$ cat config.mk
export PLATFORM = sky130hd
export DESIGN_NAME = pkt_serial_tx
export DESIGN_NICKNAME = d
export VERILOG_FILES = /design/src/rtl/pst_pkg.sv /design/src/rtl/pst_ctrl.sv /design/src/rtl/pst_dpath.sv /design/src/rtl/pkt_serial_tx.sv
export SDC_FILE = /design/constraint.sdc
export NUM_CORES = 1
export LEC_CHECK = 0
export ABC_AREA = 1
export CAP_MARGIN = 20
export CORE_MARGIN = 3
export CORE_UTILIZATION = 53
export CTS_BUF_LIST = sky130_fd_sc_hd__clkbuf_16
export CTS_CLUSTER_DIAMETER = 60
export DETAILED_ROUTE_END_ITERATION = 12
export DONT_BUFFER_PORTS = 1
export PLACE_DENSITY = 0.74
export SKIP_CTS_REPAIR_TIMING = 1
export SLEW_MARGIN = 10
export SYNTH_ARGS = -nofsm -noshare
export SYNTH_HDL_FRONTEND = slang
export SYNTH_SLANG_ARGS = --single-unit
$ cat constraint.sdc
create_clock -name clk -period 3.52 [get_ports clk]
set_input_delay 0.704 -clock clk [delete_from_list [all_inputs] [get_ports clk]]
set_output_delay 0.704 -clock clk [all_outputs]
set_load 0.01 [all_outputs]
$ cat src/rtl/pst_pkg.sv
package pst_pkg;
  // Strobes issued by the control toward the datapath, one cycle each.
  typedef struct packed {
    logic ldLo;   // write lower half of staging packet
    logic ldHi;   // write upper half of staging packet
    logic push;   // move staging packet into queue
    logic load;   // move queue head into serializer
    logic shift;  // advance serializer by one bit
  } strobe_t;
endpackage

$ cat src/rtl/pst_ctrl.sv
module pst_ctrl
  import pst_pkg::*;
#(
  parameter int ADDR_W    = 16,
  parameter int DATA_W    = 16,
  parameter int BASE_ADDR = 'h40
) (
  input  logic              clk,
  input  logic              rstN,
  input  logic              modEn,
  input  logic              baudTick,
  input  logic [ADDR_W-1:0] sfrAddr,
  input  logic              wrStrobe,
  input  logic              rdStrobe,
  input  logic              sendEn,
  input  logic              fifoFull,
  input  logic              fifoEmpty,
  input  logic              shBusy,
  output strobe_t           stb,
  output logic              wordRdy,
  output logic              dirRx,
  output logic [DATA_W-1:0] rdData
);
  localparam logic [ADDR_W-1:0] LO_ADDR = ADDR_W'(BASE_ADDR);
  localparam logic [ADDR_W-1:0] HI_ADDR = ADDR_W'(BASE_ADDR + 1);
  localparam logic [ADDR_W-1:0] ST_ADDR = ADDR_W'(BASE_ADDR + 2);

  logic hitLo, hitHi, hitSt, rdStat, validAcc;
  logic loFilled, hiFilled;

  always_comb begin
    hitLo     = (sfrAddr == LO_ADDR);
    hitHi     = (sfrAddr == HI_ADDR);
    hitSt     = (sfrAddr == ST_ADDR);
    wordRdy   = loFilled & hiFilled;
    stb.ldLo  = modEn & wrStrobe & hitLo;
    stb.ldHi  = modEn & wrStrobe & hitHi;
    stb.push  = modEn & wordRdy & ~fifoFull;
    stb.load  = modEn & sendEn & ~shBusy & ~fifoEmpty;
    stb.shift = modEn & baudTick & shBusy;
    rdStat    = modEn & rdStrobe & hitSt;
    validAcc  = modEn & (wrStrobe | rdStrobe) & (hitLo | hitHi | hitSt);
  end

  always_ff @(posedge clk) begin
    if (!rstN) begin
      loFilled <= 1'b0;
      hiFilled <= 1'b0;
      dirRx    <= 1'b1;
      rdData   <= '0;
    end else begin
      if (stb.ldLo)      loFilled <= 1'b1;
      else if (stb.push) loFilled <= 1'b0;
      if (stb.ldHi)      hiFilled <= 1'b1;
      else if (stb.push) hiFilled <= 1'b0;
      if (validAcc)      dirRx    <= 1'b0;
      if (rdStat)        rdData   <= DATA_W'({shBusy, fifoEmpty, fifoFull});
    end
  end

  // a push with no simultaneous write leaves the staging buffer empty
  p_push_clears_r3: assert property (@(posedge clk) disable iff (!rstN)
    (stb.push && !stb.ldLo && !stb.ldHi) |=> !wordRdy);
  // a disabled module keeps its control state
  p_hold_r8: assert property (@(posedge clk) disable iff (!rstN)
    !modEn |=> ($stable(wordRdy) && $stable(dirRx) && $stable(rdData)));
  // status word only changes after a read strobe
  p_rd_hold_r5: assert property (@(posedge clk) disable iff (!rstN)
    !rdStrobe |=> $stable(rdData));
  // direction flag only falls after an enabled strobe
  p_dir_fall_r9: assert property (@(posedge clk) disable iff (!rstN)
    $fell(dirRx) |-> $past(modEn && (wrStrobe || rdStrobe)));
endmodule

$ cat src/rtl/pst_dpath.sv
module pst_dpath
  import pst_pkg::*;
#(
  parameter int DATA_W = 16,
  parameter int DEPTH  = 4
) (
  input  logic              clk,
  input  logic              rstN,
  input  strobe_t           stb,
  input  logic [DATA_W-1:0] wrData,
  output logic              fifoFull,
  output logic              fifoEmpty,
  output logic              shBusy,
  output logic              txLine
);
  localparam int PKT_W = 2 * DATA_W;
  localparam int PTR_W = (DEPTH > 1) ? $clog2(DEPTH) : 1;
  localparam int CNT_W = $clog2(DEPTH + 1);
  localparam int BIT_W = $clog2(PKT_W);
  localparam logic [PTR_W-1:0] LAST_PTR = PTR_W'(DEPTH - 1);
  localparam logic [BIT_W-1:0] LAST_BIT = BIT_W'(PKT_W - 1);

  logic [PKT_W-1:0] stage;
  logic [PKT_W-1:0] mem [DEPTH];
  logic [PTR_W-1:0] wrPtr, rdPtr;
  logic [CNT_W-1:0] count;
  logic [PKT_W-1:0] shReg;
  logic [BIT_W-1:0] bitCnt;
  logic [1:0]       ldHalf;

  assign ldHalf = {stb.ldHi, stb.ldLo};

  // Staging packet: one register per half, each with its own load strobe
  for (genvar h = 0; h < 2; h++) begin : g_half
    always_ff @(posedge clk) begin
      if (!rstN)          stage[h*DATA_W +: DATA_W] <= '0;
      else if (ldHalf[h]) stage[h*DATA_W +: DATA_W] <= wrData;
    end
  end

  assign fifoFull  = (count == CNT_W'(DEPTH));
  assign fifoEmpty = (count == '0);
  assign txLine    = shBusy ? shReg[0] : 1'b1;

  always_ff @(posedge clk) begin
    if (stb.push) mem[wrPtr] <= stage;
  end

  always_ff @(posedge clk) begin
    if (!rstN) begin
      wrPtr <= '0;
      rdPtr <= '0;
      count <= '0;
    end else begin
      if (stb.push) wrPtr <= (wrPtr == LAST_PTR) ? '0 : wrPtr + 1'b1;
      if (stb.load) rdPtr <= (rdPtr == LAST_PTR) ? '0 : rdPtr + 1'b1;
      case ({stb.push, stb.load})
        2'b10:   count <= count + 1'b1;
        2'b01:   count <= count - 1'b1;
        default: count <= count;
      endcase
    end
  end

  always_ff @(posedge clk) begin
    if (!rstN) begin
      shReg  <= '0;
      bitCnt <= '0;
      shBusy <= 1'b0;
    end else if (stb.load) begin
      shReg  <= mem[rdPtr];
      bitCnt <= '0;
      shBusy <= 1'b1;
    end else if (stb.shift) begin
      shReg  <= shReg >> 1;
      bitCnt <= bitCnt + 1'b1;
      if (bitCnt == LAST_BIT) shBusy <= 1'b0;
    end
  end

  // never push into a full queue, occupancy stays bounded
  p_no_overflow_r4: assert property (@(posedge clk) disable iff (!rstN)
    stb.push |-> !fifoFull);
  p_count_bound_r4: assert property (@(posedge clk) disable iff (!rstN)
    count <= CNT_W'(DEPTH));
  // never pop an empty queue or reload a busy serializer
  p_no_underflow_r7: assert property (@(posedge clk) disable iff (!rstN)
    stb.load |-> (!fifoEmpty && !shBusy));
  // shifting only happens on a loaded serializer; busy only starts from a load
  p_shift_busy_r6: assert property (@(posedge clk) disable iff (!rstN)
    stb.shift |-> shBusy);
  p_busy_start_r6: assert property (@(posedge clk) disable iff (!rstN)
    $rose(shBusy) |-> $past(stb.load));
endmodule

$ cat src/rtl/pkt_serial_tx.sv
module pkt_serial_tx
  import pst_pkg::*;
#(
  parameter int ADDR_W    = 16,
  parameter int DATA_W    = 16,
  parameter int DEPTH     = 4,
  parameter int BASE_ADDR = 'h40
) (
  input  logic              clk,
  input  logic              rstN,
  input  logic              modEn,
  input  logic              baudTick,
  input  logic [ADDR_W-1:0] sfrAddr,
  input  logic              wrStrobe,
  input  logic              rdStrobe,
  input  logic [DATA_W-1:0] wrData,
  input  logic              sendEn,
  output logic [DATA_W-1:0] rdData,
  output logic              txLine,
  output logic              wordRdy,
  output logic              fifoFull,
  output logic              fifoEmpty,
  output logic              dirRx
);
  strobe_t stb;
  logic    shBusy;

  pst_ctrl #(.ADDR_W(ADDR_W), .DATA_W(DATA_W), .BASE_ADDR(BASE_ADDR)) u_ctrl (
    .clk(clk), .rstN(rstN), .modEn(modEn), .baudTick(baudTick),
    .sfrAddr(sfrAddr), .wrStrobe(wrStrobe), .rdStrobe(rdStrobe),
    .sendEn(sendEn), .fifoFull(fifoFull), .fifoEmpty(fifoEmpty),
    .shBusy(shBusy), .stb(stb), .wordRdy(wordRdy), .dirRx(dirRx),
    .rdData(rdData)
  );

  pst_dpath #(.DATA_W(DATA_W), .DEPTH(DEPTH)) u_dpath (
    .clk(clk), .rstN(rstN), .stb(stb), .wrData(wrData),
    .fifoFull(fifoFull), .fifoEmpty(fifoEmpty), .shBusy(shBusy),
    .txLine(txLine)
  );
endmodule

==> metrics.log <==
[metrics] result of the run: finished, final reports clean
[metrics] number of cells on the worst hold path: 1
[metrics] total of endpoints with negative setup slack in the final report: 0
[metrics] global-route wire length before repair: 28150 um
[metrics] detailed router's first-iteration violation count: 417
[metrics] worst-case vdd ir drop: 0.3924 mV
[metrics] Cell variety after synth: 32
[metrics] leakage power summed over all cells: 3.696 nW
[metrics] Power Dens Cells: 518.9 nW/um^2
[metrics] area fraction of the dominant cell type after synthesis: 45.08%
[metrics] #FFs+latches synth: 213
[metrics] Total Routed Length: 17650 um
[metrics] kind of critical path: reg -> reg
[metrics] drt first pass iters: 5
[metrics] number of antenna violations at the first check in global routing: 0
[metrics] placer's final routability congestion estimate: 0.7982
[metrics] final hold violation count: 0
[metrics] worst hold-check slack: 0.2954 ns
[metrics] Placed Instances: 928
[metrics] maximum fanout encountered on the critical timing path: 11
[metrics] total DRC errors in the routed layout: 0
[metrics] required time of the critical path: 3.88 ns
[metrics] Synth Instances: 756
[metrics] period utilisation layout: 65.48%
[metrics] RSZ-0062 raised after global routing: false
[metrics] type of the worst min-delay path: in -> reg
[metrics] shortest clock period the worst path allows after layout: 2.305 ns
[metrics] via count of the first global-routing pass: 5434
[metrics] P&R area growth vs syn: 8.070%
[metrics] worst min-delay path startpoint: rstN
[metrics] area occupied by multi-input gates: 2570 sq um
[metrics] antenna diode count: 0
[metrics] sequential-to-total area share from yosys stat: 65.03%
[metrics] HPWL Detailed: 10430 um
[metrics] number of fill cells in the layout: 1212
[metrics] average detailed-routed wire length per instance: 18.27 um
[metrics] area of the core: 15480 sq um
[metrics] largest net degree at the start of global routing: 65
[metrics] number of buffers inserted during clock tree synthesis: 21
[metrics] CTS H-tree lvls: 1
[metrics] Final nets: 789
[metrics] terminus of the critical flop-to-flop path: u_dpath.count[2]
[metrics] GR Util All Layers: 19.70%
[metrics] Final TNS setup: 0 ns
[metrics] post-layout instance count excluding filler cells: 966
[metrics] vias per inst: 5.796
[metrics] Critical Path Sink Type: register
[metrics] die outline width: 132.8 um
[metrics] most common library cell in the layout ignoring fill and taps: edfxtp_1
[metrics] most area-consuming cells after synthesis: edfxtp_1 (45%), dfxtp_1 (20%), nand2_1 (4.2%), o21ai_1 (3.7%), nor2_1 (3.6%)
[metrics] cell accounting for the most synthesized area: edfxtp_1
[metrics] # IOs: 60
[metrics] clock tree root driver cell: clkbuf_16
[metrics] Skew-Pair Late Insertion Delay: 0.48 ns
[metrics] Min-Delay Endpoint: u_ctrl.dirRx
[metrics] CTS tree: built
[metrics] ratio of cells with drive above 1 in the final layout: 9.007%
[metrics] WP data arrival: 2.67 ns
[metrics] CTS max path bufs: 3
[metrics] Syn Std Cell Area: 8527 sq um
[metrics] average instance area after synthesis: 11.28 sq um
[metrics] setup slack of the most critical reg-to-reg path: 1.22 ns
[metrics] Antenna Violating Nets Remaining: 0
[metrics] worst relative slew slack: 39.29%
[metrics] upper clock frequency limit: 433.8 MHz
[metrics] Remaining Overflow, GRT: 0
[metrics] number of port buffers: 0
[metrics] MaxCap Viol Count: 0
[metrics] Initial Util: 55.07%
[metrics] highest-count cells in the layout ignoring fill and taps: edfxtp_1 (128), nand2_1 (96), dfxtp_1 (84), nor2_1 (78), o21ai_1 (63)
[metrics] Final Slew Violations: 0
[metrics] number of cells traversed by the worst register-to-register path: 10
[metrics] die height: 132.8 um
[metrics] total number of vias: 5599
[metrics] area of all sequential standard cells: 5547 sq um
[metrics] clock transition at the register clock pins on the worst setup and hold paths after CTS: 0.06 ns
[metrics] pin slew with the least headroom to its limit: 0.9085 ns
[metrics] R2R Path Start: u_dpath.count[0]
[metrics] FP Rows: 45
[metrics] number of clock sinks: 213
[metrics] area of the die: 17650 sq um
[metrics] final worst clock skew: 0.008151 ns
[metrics] Worst Setup Start Kind: register
[metrics] count of synthesis-stage warnings from yosys: 0
metrics by stage:
stage / total power [mW] / instance area (sq um) / utilization, % / worst slack, ns
floorplan: 2.719 / 8572 / - / 0.7913
global placement: 2.709 / 8529 / 55.09 / 1.146
detailed placement: 2.710 / 8529 / 55.09 / 1.072
CTS: 4.814 / 9195 / 59.39 / 1.265
global route: 4.910 / 9215 / 59.52 / 0.9909
finish: 4.782 / 9215 / 59.52 / 1.215
registers in the layout (all words and copies together) (netlist names), named ones only:
register and count:
u_dpath.shBusy 1, u_ctrl.rdData 3, u_dpath.mem 128, u_dpath.count 3
u_dpath.bitCnt 5, u_dpath.shReg 32, u_ctrl.hiFilled 1, u_ctrl.loFilled 1
u_ctrl.dirRx 1, u_dpath.stage 32, u_dpath.wrPtr 2, u_dpath.rdPtr 2
per-layer routing:
layer	GRT usage, %	wire [um]	share of wire (%)	up-vias
met3	4.411	1578	8.9	27
met5	0	0	0	-
met2	33.21	8489	48	237
met1	26.06	7325	42	2695
li1	-	-	-	2640
met4	4.850	251	1.4	0
where the power goes:
part | total [mW] | leakage [nW] | internal [mW] | switching, mW
clock | 2.12 | 0.345 | 1.27 | 0.853
sequential | 2.61 | 2.17 | 2.61 | 0.00000314
combinational | 0.0449 | 1.18 | 0.00672 | 0.0382
total | 4.78 | 3.70 | 3.89 | 0.891
cell families (layout without fill, tap and decap cells):
group | Yosys count | count (layout) | synth area share [%]
simple gates | 234 | 234 | 12.90
flops | 213 | 213 | 65.03
compound gates | 185 | 185 | 11.46
buf+inv | 83 | 70 | 5.532
mux | 30 | 30 | 3.522
fa+ha+maj | 9 | 9 | 1.409
other cells | 1 | 13 | 0.04398
xor+xnor | 1 | 1 | 0.1027
how the worst max path moves through the flow:
stage	from	endpoint	slack [ns]	cells past startpoint
finish	u_dpath.count[0]	u_dpath.count[2]	1.22	10
global route	u_dpath.count[0]	u_dpath.count[2]	0.99	10
CTS	u_dpath.count[0]	u_dpath.count[2]	1.26	10
detailed placement	modEn	u_dpath.count[2]	1.07	8
global placement	modEn	u_dpath.count[2]	1.15	8
floorplan	modEn	u_dpath.mem[3][0]	0.79	3
synth_stat cells:
| library cell | n |
|---|---|
| edfxtp_1 | 128 |
| nand2_1 | 96 |
| dfxtp_1 | 85 |
| nor2_1 | 82 |
| o21ai_1 | 63 |
| a21oi_1 | 47 |
| o21ai_0 | 40 |
| nand4_1 | 33 |
| o22ai_1 | 32 |
| mux2i_1 | 30 |
| buf_2 | 18 |
| buf_4 | 18 |
| inv_1 | 16 |
| clkbuf_1 | 13 |
| buf_6 | 9 |
| ha_1 | 8 |
| inv_2 | 8 |
| nand3_1 | 6 |
| nand2_2 | 3 |
| nor2_2 | 3 |
| nor2_4 | 3 |
| nor2_8 | 3 |
| a22o_1 | 2 |
| nand3_4 | 2 |
| a21oi_2 | 1 |
| conb_1 | 1 |
| fa_1 | 1 |
| inv_4 | 1 |
| nand2_4 | 1 |
| nand3_2 | 1 |
| nand3b_1 | 1 |
| xor2_1 | 1 |
final cells by class:
class / count / share of cell area (%)
clock buffer: 22 / 5.974
clock inverter: 15 / 1.249
inverter: 25 / 1.045
multi-input combinational: 472 / 27.89
sequential: 213 / 60.19
tap: 211 / 2.865
timing repair buffer: 8 / 0.7875
worst max-delay path, stage by stage (launching register included):
cell     delay [ns]
dfxtp_1        0.31
inv_2          0.09
nand3_1        0.11
nand3_1        0.37
ha_1           0.23
inv_1          0.08
fa_1           0.45
a21oi_1        0.14
o21ai_0        0.12
o21ai_0        0.22
a21oi_1        0.06
(Power assumes the default switching activity.)
